$ cat src/rtl/mash3_pkg.sv
`timescale 1ns/1ps
package mash3_pkg;
    localparam int ACC_W_DEF   = 16;
    localparam int OFS_W       = 4;
    localparam int OFS_MIN     = -3;
    localparam int OFS_MAX     = 4;
    localparam int SEL_W       = OFS_MAX - OFS_MIN + 1;
    localparam int NUM_STAGES  = 3;

    typedef logic signed [OFS_W-1:0] ofs_t;

    typedef struct packed {
        logic c3;
        logic c2;
        logic c1;
    } carries_t;

    typedef struct packed {
        logic c2_d1;
        logic c3_d1;
        logic c3_d2;
    } carry_hist_t;

    function automatic ofs_t carry_term(input logic b);
        return ofs_t'({{(OFS_W-1){1'b0}}, b});
    endfunction

    function automatic logic [SEL_W-1:0] ofs_to_sel(input ofs_t o);
        logic [SEL_W-1:0] s;
        s = '0;
        for (int k = 0; k < SEL_W; k++) begin
            if (int'(o) == k + OFS_MIN) s[k] = 1'b1;
        end
        return s;
    endfunction
endpackage

$ cat src/rtl/mash3_acc_stage.sv
`timescale 1ns/1ps
module mash3_acc_stage #(
    parameter int W = 16
) (
    input  logic         clk,
    input  logic         rst,
    input  logic         en,
    input  logic [W-1:0] addend,
    output logic [W-1:0] next_res,
    output logic         carry
);
    logic [W-1:0] acc_q;
    logic [W:0]   sum;

    assign sum      = {1'b0, acc_q} + {1'b0, addend};
    assign carry    = sum[W];
    assign next_res = sum[W-1:0];

    always_ff @(posedge clk) begin
        if (rst)     acc_q <= '0;
        else if (en) acc_q <= next_res;
    end
endmodule

$ cat src/rtl/mash3_recomb.sv
`timescale 1ns/1ps
module mash3_recomb
    import mash3_pkg::*;
(
    input  logic     clk,
    input  logic     rst,
    input  logic     en,
    input  carries_t cy,
    output ofs_t     ofs_next
);
    carry_hist_t hist_q;

    // first-order difference of c2, second-order difference of c3
    always_comb begin
        ofs_next = carry_term(cy.c1)
                 + carry_term(cy.c2) - carry_term(hist_q.c2_d1)
                 + carry_term(cy.c3)
                 - (carry_term(hist_q.c3_d1) <<< 1)
                 + carry_term(hist_q.c3_d2);
    end

    always_ff @(posedge clk) begin
        if (rst) begin
            hist_q <= '0;
        end else if (en) begin
            hist_q.c2_d1 <= cy.c2;
            hist_q.c3_d2 <= hist_q.c3_d1;
            hist_q.c3_d1 <= cy.c3;
        end
    end
endmodule

$ cat src/rtl/mash3_out_reg.sv
`timescale 1ns/1ps
module mash3_out_reg
    import mash3_pkg::*;
(
    input  logic             clk,
    input  logic             rst,
    input  logic             en,
    input  ofs_t             ofs_next,
    output ofs_t             ofs_q,
    output logic [SEL_W-1:0] sel_q
);
    always_ff @(posedge clk) begin
        if (rst) begin
            ofs_q <= '0;
            sel_q <= ofs_to_sel(ofs_t'(0));
        end else if (en) begin
            ofs_q <= ofs_next;
            sel_q <= ofs_to_sel(ofs_next);
        end
    end
endmodule

$ cat src/rtl/mash3_modctl.sv
`timescale 1ns/1ps
module mash3_modctl
    import mash3_pkg::*;
#(
    parameter int FRAC_W = ACC_W_DEF
) (
    input  logic                     clk,
    input  logic                     rst,
    input  logic                     en,
    input  logic [FRAC_W-1:0]        frac_word,
    output logic signed [OFS_W-1:0]  offset,
    output logic [SEL_W-1:0]         ratio_sel
);
    logic [FRAC_W-1:0] stage_in  [NUM_STAGES];
    logic [FRAC_W-1:0] stage_res [NUM_STAGES];
    logic [NUM_STAGES-1:0] stage_cy;
    carries_t cy;
    ofs_t     ofs_next;

    for (genvar i = 0; i < NUM_STAGES; i++) begin : g_stage
        if (i == 0) begin : g_head
            assign stage_in[i] = frac_word;
        end else begin : g_chain
            assign stage_in[i] = stage_res[i-1];
        end
        mash3_acc_stage #(.W(FRAC_W)) u_acc (
            .clk      (clk),
            .rst      (rst),
            .en       (en),
            .addend   (stage_in[i]),
            .next_res (stage_res[i]),
            .carry    (stage_cy[i])
        );
    end

    assign cy.c1 = stage_cy[0];
    assign cy.c2 = stage_cy[1];
    assign cy.c3 = stage_cy[2];

    mash3_recomb u_recomb (
        .clk      (clk),
        .rst      (rst),
        .en       (en),
        .cy       (cy),
        .ofs_next (ofs_next)
    );

    mash3_out_reg u_out (
        .clk      (clk),
        .rst      (rst),
        .en       (en),
        .ofs_next (ofs_next),
        .ofs_q    (offset),
        .sel_q    (ratio_sel)
    );

    logic unused_tail;
    assign unused_tail = ^stage_res[NUM_STAGES-1];
endmodule

$ cat config.mk
export PLATFORM = sky130hd
export DESIGN_NAME = mash3_modctl
export DESIGN_NICKNAME = d
export VERILOG_FILES = /design/src/rtl/mash3_pkg.sv /design/src/rtl/mash3_acc_stage.sv /design/src/rtl/mash3_recomb.sv /design/src/rtl/mash3_out_reg.sv /design/src/rtl/mash3_modctl.sv
export SDC_FILE = /design/constraint.sdc
export NUM_CORES = 1
export LEC_CHECK = 0
export ABC_CLOCK_PERIOD_IN_PS = 8520
export BUFFER_PORTS_ARGS = -buffer_cell sky130_fd_sc_hd__buf_2
export CAP_MARGIN = 20
export CORE_UTILIZATION = 55
export CTS_BUF_LIST = sky130_fd_sc_hd__clkbuf_16
export DETAILED_ROUTE_END_ITERATION = 7
export PLACE_DENSITY_LB_ADDON = 0.25
export SLEW_MARGIN = 5
export SYNTH_ARGS = -nofsm -noshare
export SYNTH_HDL_FRONTEND = slang
export SYNTH_SLANG_ARGS = --single-unit
$ cat constraint.sdc
create_clock -name clk -period 8.52 [get_ports clk]
set_clock_uncertainty 0.15 [all_clocks]
set_input_delay 0.426 -clock clk [delete_from_list [all_inputs] [get_ports clk]]
set_output_delay 0.426 -clock clk [all_outputs]
set_load 0.05 [all_outputs]
==> key figures <==
Placement
  – RD Place Congestion: about 0.91
  – DP Worst Slack: 1.87 ns
  – DP HPWL: 7.63 mm
  – IO Port Bufs: 30

Floorplanning
  – CORE AREA: 0.00834 sq mm
  – Starting Density: between 50% and 60%
  – # IOs: 31
  – Die width: 95.6 um
  – DIE HEIGHT: 95.6 um
  – Die area: roughly 0.0091 sq mm
  – Std-Cell Rows: 33

Timing
  – # setup viols final: 0
  – Post-layout min period: 6.52 ns
  – Fin Setup TNS: 0 ns
  – Achievable Freq: 0.153 GHz
  – Worst slew pin tran: 0.861 ns
  – Final period util: 76.5%
  – Final max-slew violation count: 0
  – Worst setup margin: 2.00 ns
  – Max-Slew Margin vs Limit: 42.6%
  – Unrepaired setup endpoints after global routing: no
  – Final Hold Fails: 0

CTS
  – PostCTS Resize Cnt: 0
  – Total number of H-tree levels: 3
  – Post-CTS setup buffers: 0
  – Root Buffer: clkbuf_16
  – CTS Buf Count: 9
  – CTS sink count: 63
  – Clock slew at reported path FFs: approximately 0.06 ns
  – # hold bufs at CTS: 0
  – Clk_lat worst skew: 0.33 ns
  – Clk buf depth: 2
  – TritonCTS clock tree: done

Synth
  – Average size of a mapped cell: between 8 and 9 sq um
  – Post-Syn Area: 0.00481 sq mm
  – Cells after Synth: 578
  – #FFs+latches synth: 63
  – Count of different cell masters after synthesis: 64
  – Sequential share of the synthesized area: 26.2%
  – Synth Warn #: 0
  – Async set or reset register ratio after synthesis: 0%
  – Top_reg_cell synth: dfxtp_1
  – Syn nets: 659
  – Number of synthesized flops with an enable pin: 0

Global routing
  – Overall Global Routing Usage: 26.1%
  – Largest net degree at the start of global routing: 72
  – Number of global-route vias before repair: 4152
  – First-pass GRT wire length: 18.8 mm
  – Total gr overflow: 0
  – Initial antenna violation count: 0

Route
  – DR vias/cell: 6.05
  – Total iterations of the first detailed-routing run: 4
  – WL final: roughly 11 mm
  – 1st-iter DRT viols: around 140
  – Number of nets with antenna violations after routing: 0
  – Routed length per placed instance: ~15 um
  – Residual DRC count: 0
  – Routed vias: 4271

Power
  – Comb pwr share: 65.1%
  – Sw Ratio: a little under half
  – Register share of total power: 19.6%
  – Leak: 2.44 nW
  – NetSw: 1.02 mW
  – Clock network fraction of total power: 15.3%
  – Final Power: 2.19 mW
  – Pint: 1.17 mW
  – VDD IR max: 279 uV
  – Cell Pwr Density: 414 mW/mm^2

Final layout
  – Total area of sequential cells: 0.00126 sq mm
  – Area grow syn2layout: 9.95%
  – Share of cells above drive strength 1: between 10% and 20%
  – Commonest cells after routing, fill and taps aside: 63 x dfxtp_1, 57 x ha_1, 53 x nor2_1
  – Fin nets: just under 700
  – Area taken by multi-input logic gates: 0.00340 sq mm
  – Antenna cells: 0
  – Fillers: 725
  – Commonest non-fill, non-tap cell in the layout: dfxtp_1

Job
  – Max cap viols: 0

Setup path
  – Worst r2r src: g_stage[0].u_acc.acc_q[0]$_SDFFE_PP0P_
  – Worst Setup SP: g_stage[0].u_acc.acc_q[0]$_SDFFE_PP0P_
  – Worst Path Arrival: 6.64 ns
  – WP data required: 8.64 ns
  – Element type at the critical path end: flop
  – Crit path kind: flop to flop
  – Reg2reg setup slack: 2.00 ns
  – CP Max Fanout: 7
  – Launching element type of the critical path: flop

Worst hold path
  – HP Class: flop to flop
  – Hold wc startpoint: u_out.sel_q[2]$_SDFFE_PP0P_

Status
  – Status: finished, final reports clean
sequential cells by signal, summed over array words and instances, names as in the netlist:
name	count
g_stage.u_acc.acc_q	48
u_out.sel_q	8
u_out.ofs_q	4
u_recomb.hist_q	3
routing by layer:
layer,part of all wire [%],global-route usage (%),vias to the layer above
li1,-,-,2198
met1,46,31.6,1981
met2,49,46.7,78
met3,3.5,5.82,14
met4,1.4,5.85,0
met5,0,0,-
power by group through the flow:
stage	clock network (mW)	logic (mW)	registers, mW
after floorplan	0	1.09	0.477
after global placement	0	1.36	0.431
after detailed placement	0	1.40	0.434
after CTS	0.343	1.41	0.430
after global routing	0.355	1.58	0.441
final	0.335	1.43	0.430
critical path, cell delays in order (launching register included):
cell and delay, ns:
dfxtp_1 0.31, ha_1 0.21, fa_1 0.43, a211oi_1 0.35, o21a_1 0.22, nor3b_1 0.10
o41ai_1 0.56, xnor2_1 0.14, ha_1 0.39, and2_1 0.20, or2_2 0.29, a21o_1 0.18
a21oi_1 0.18, o21a_1 0.19, xnor2_1 0.15, ha_1 0.31, nor2b_1 0.15, a311oi_1 0.36
ha_1 0.25, fa_1 0.42, inv_1 0.07, ha_1 0.17, inv_1 0.07, ha_1 0.19
nor4_1 0.27, a221o_1 0.17
layout make-up:
type	count	share of cell area, %
clock buffer	9	4.25
clock inverter	7	0.922
inverter	15	1.06
multi-input combinational	474	64.2
sequential	63	23.8
tap	105	2.48
timing repair buffer	33	3.26
stage by stage:
step / instance area, sq um / hold slack (ns) / std cells / utilization (%)
6_report: 5290 / 0.310 / 706 / 63.5
5_1_grt: 5290 / 0.327 / 706 / 63.5
4_1_cts: 5290 / 0.313 / 706 / 63.5
3_5_place_dp: 5020 / 0.300 / 690 / 60.2
3_3_place_gp: 5020 / 0.297 / 690 / 60.2
2_1_floorplan: 4810 / 0.295 / 578 / -
cell families after synthesis:
logic type,count (synthesis),share of synthesized area (%)
AOI/OAI and AO/OA,162,23.2
DFF,63,26.2
xor gates and xnor gates,27,4.91
buffers and inverters,41,3.22
muxes,22,4.60
and+or+nand+nor,201,21.0
adders and majority gates,62,16.9
worst paths after layout:
| kind | endpoint | cells after the start |
|---|---|---|
| worst max-delay path | u_out.sel_q[3]$_SDFFE_PP1P_ | 25 |
| worst min-delay path | u_out.sel_q[2]$_SDFFE_PP0P_ | 2 |
| worst max register to register | u_out.sel_q[3]$_SDFFE_PP1P_ | 25 |
| worst min register to register | u_out.sel_q[2]$_SDFFE_PP0P_ | 2 |
Yosys cell counts, types with 3 or more instances:
library cell  number  area share (%)
o21a_1             9             1.4
o311ai_0           4            0.73
a21oi_1           49             5.1
a211o_1            3            0.55
mux2i_1           21             4.4
o21ai_0           12             1.2
nor4b_1            3            0.55
inv_1             14             1.1
clkbuf_1          24             1.9
xnor2_1           22             4.0
or2_2              3            0.39
xor2_1             5            0.91
or4_1              5            0.78
and2_1             4            0.52
o221ai_1           4            0.73
a21boi_0           3            0.47
or3_1              6            0.78
fa_1               5             2.1
o211ai_1           4            0.62
nand3b_1           4            0.62
and3_1            10             1.3
nand3_1           23             2.4
ha_1              57              15
a31oi_1            4            0.52
nor2b_1            5            0.65
a211oi_1          11             1.7
nor2_1            53             4.1
a31o_2             7             1.3
nand4_1            9             1.2
o31ai_1            5            0.78
nor3_1            19             2.0
nand2_1           42             3.3
a21o_1            22             3.4
o31a_1             4            0.73
dfxtp_1           63              26
o21bai_1           3            0.47
nand4b_1           3            0.55
No activity file was read; power rests on OpenSTA's default activity.
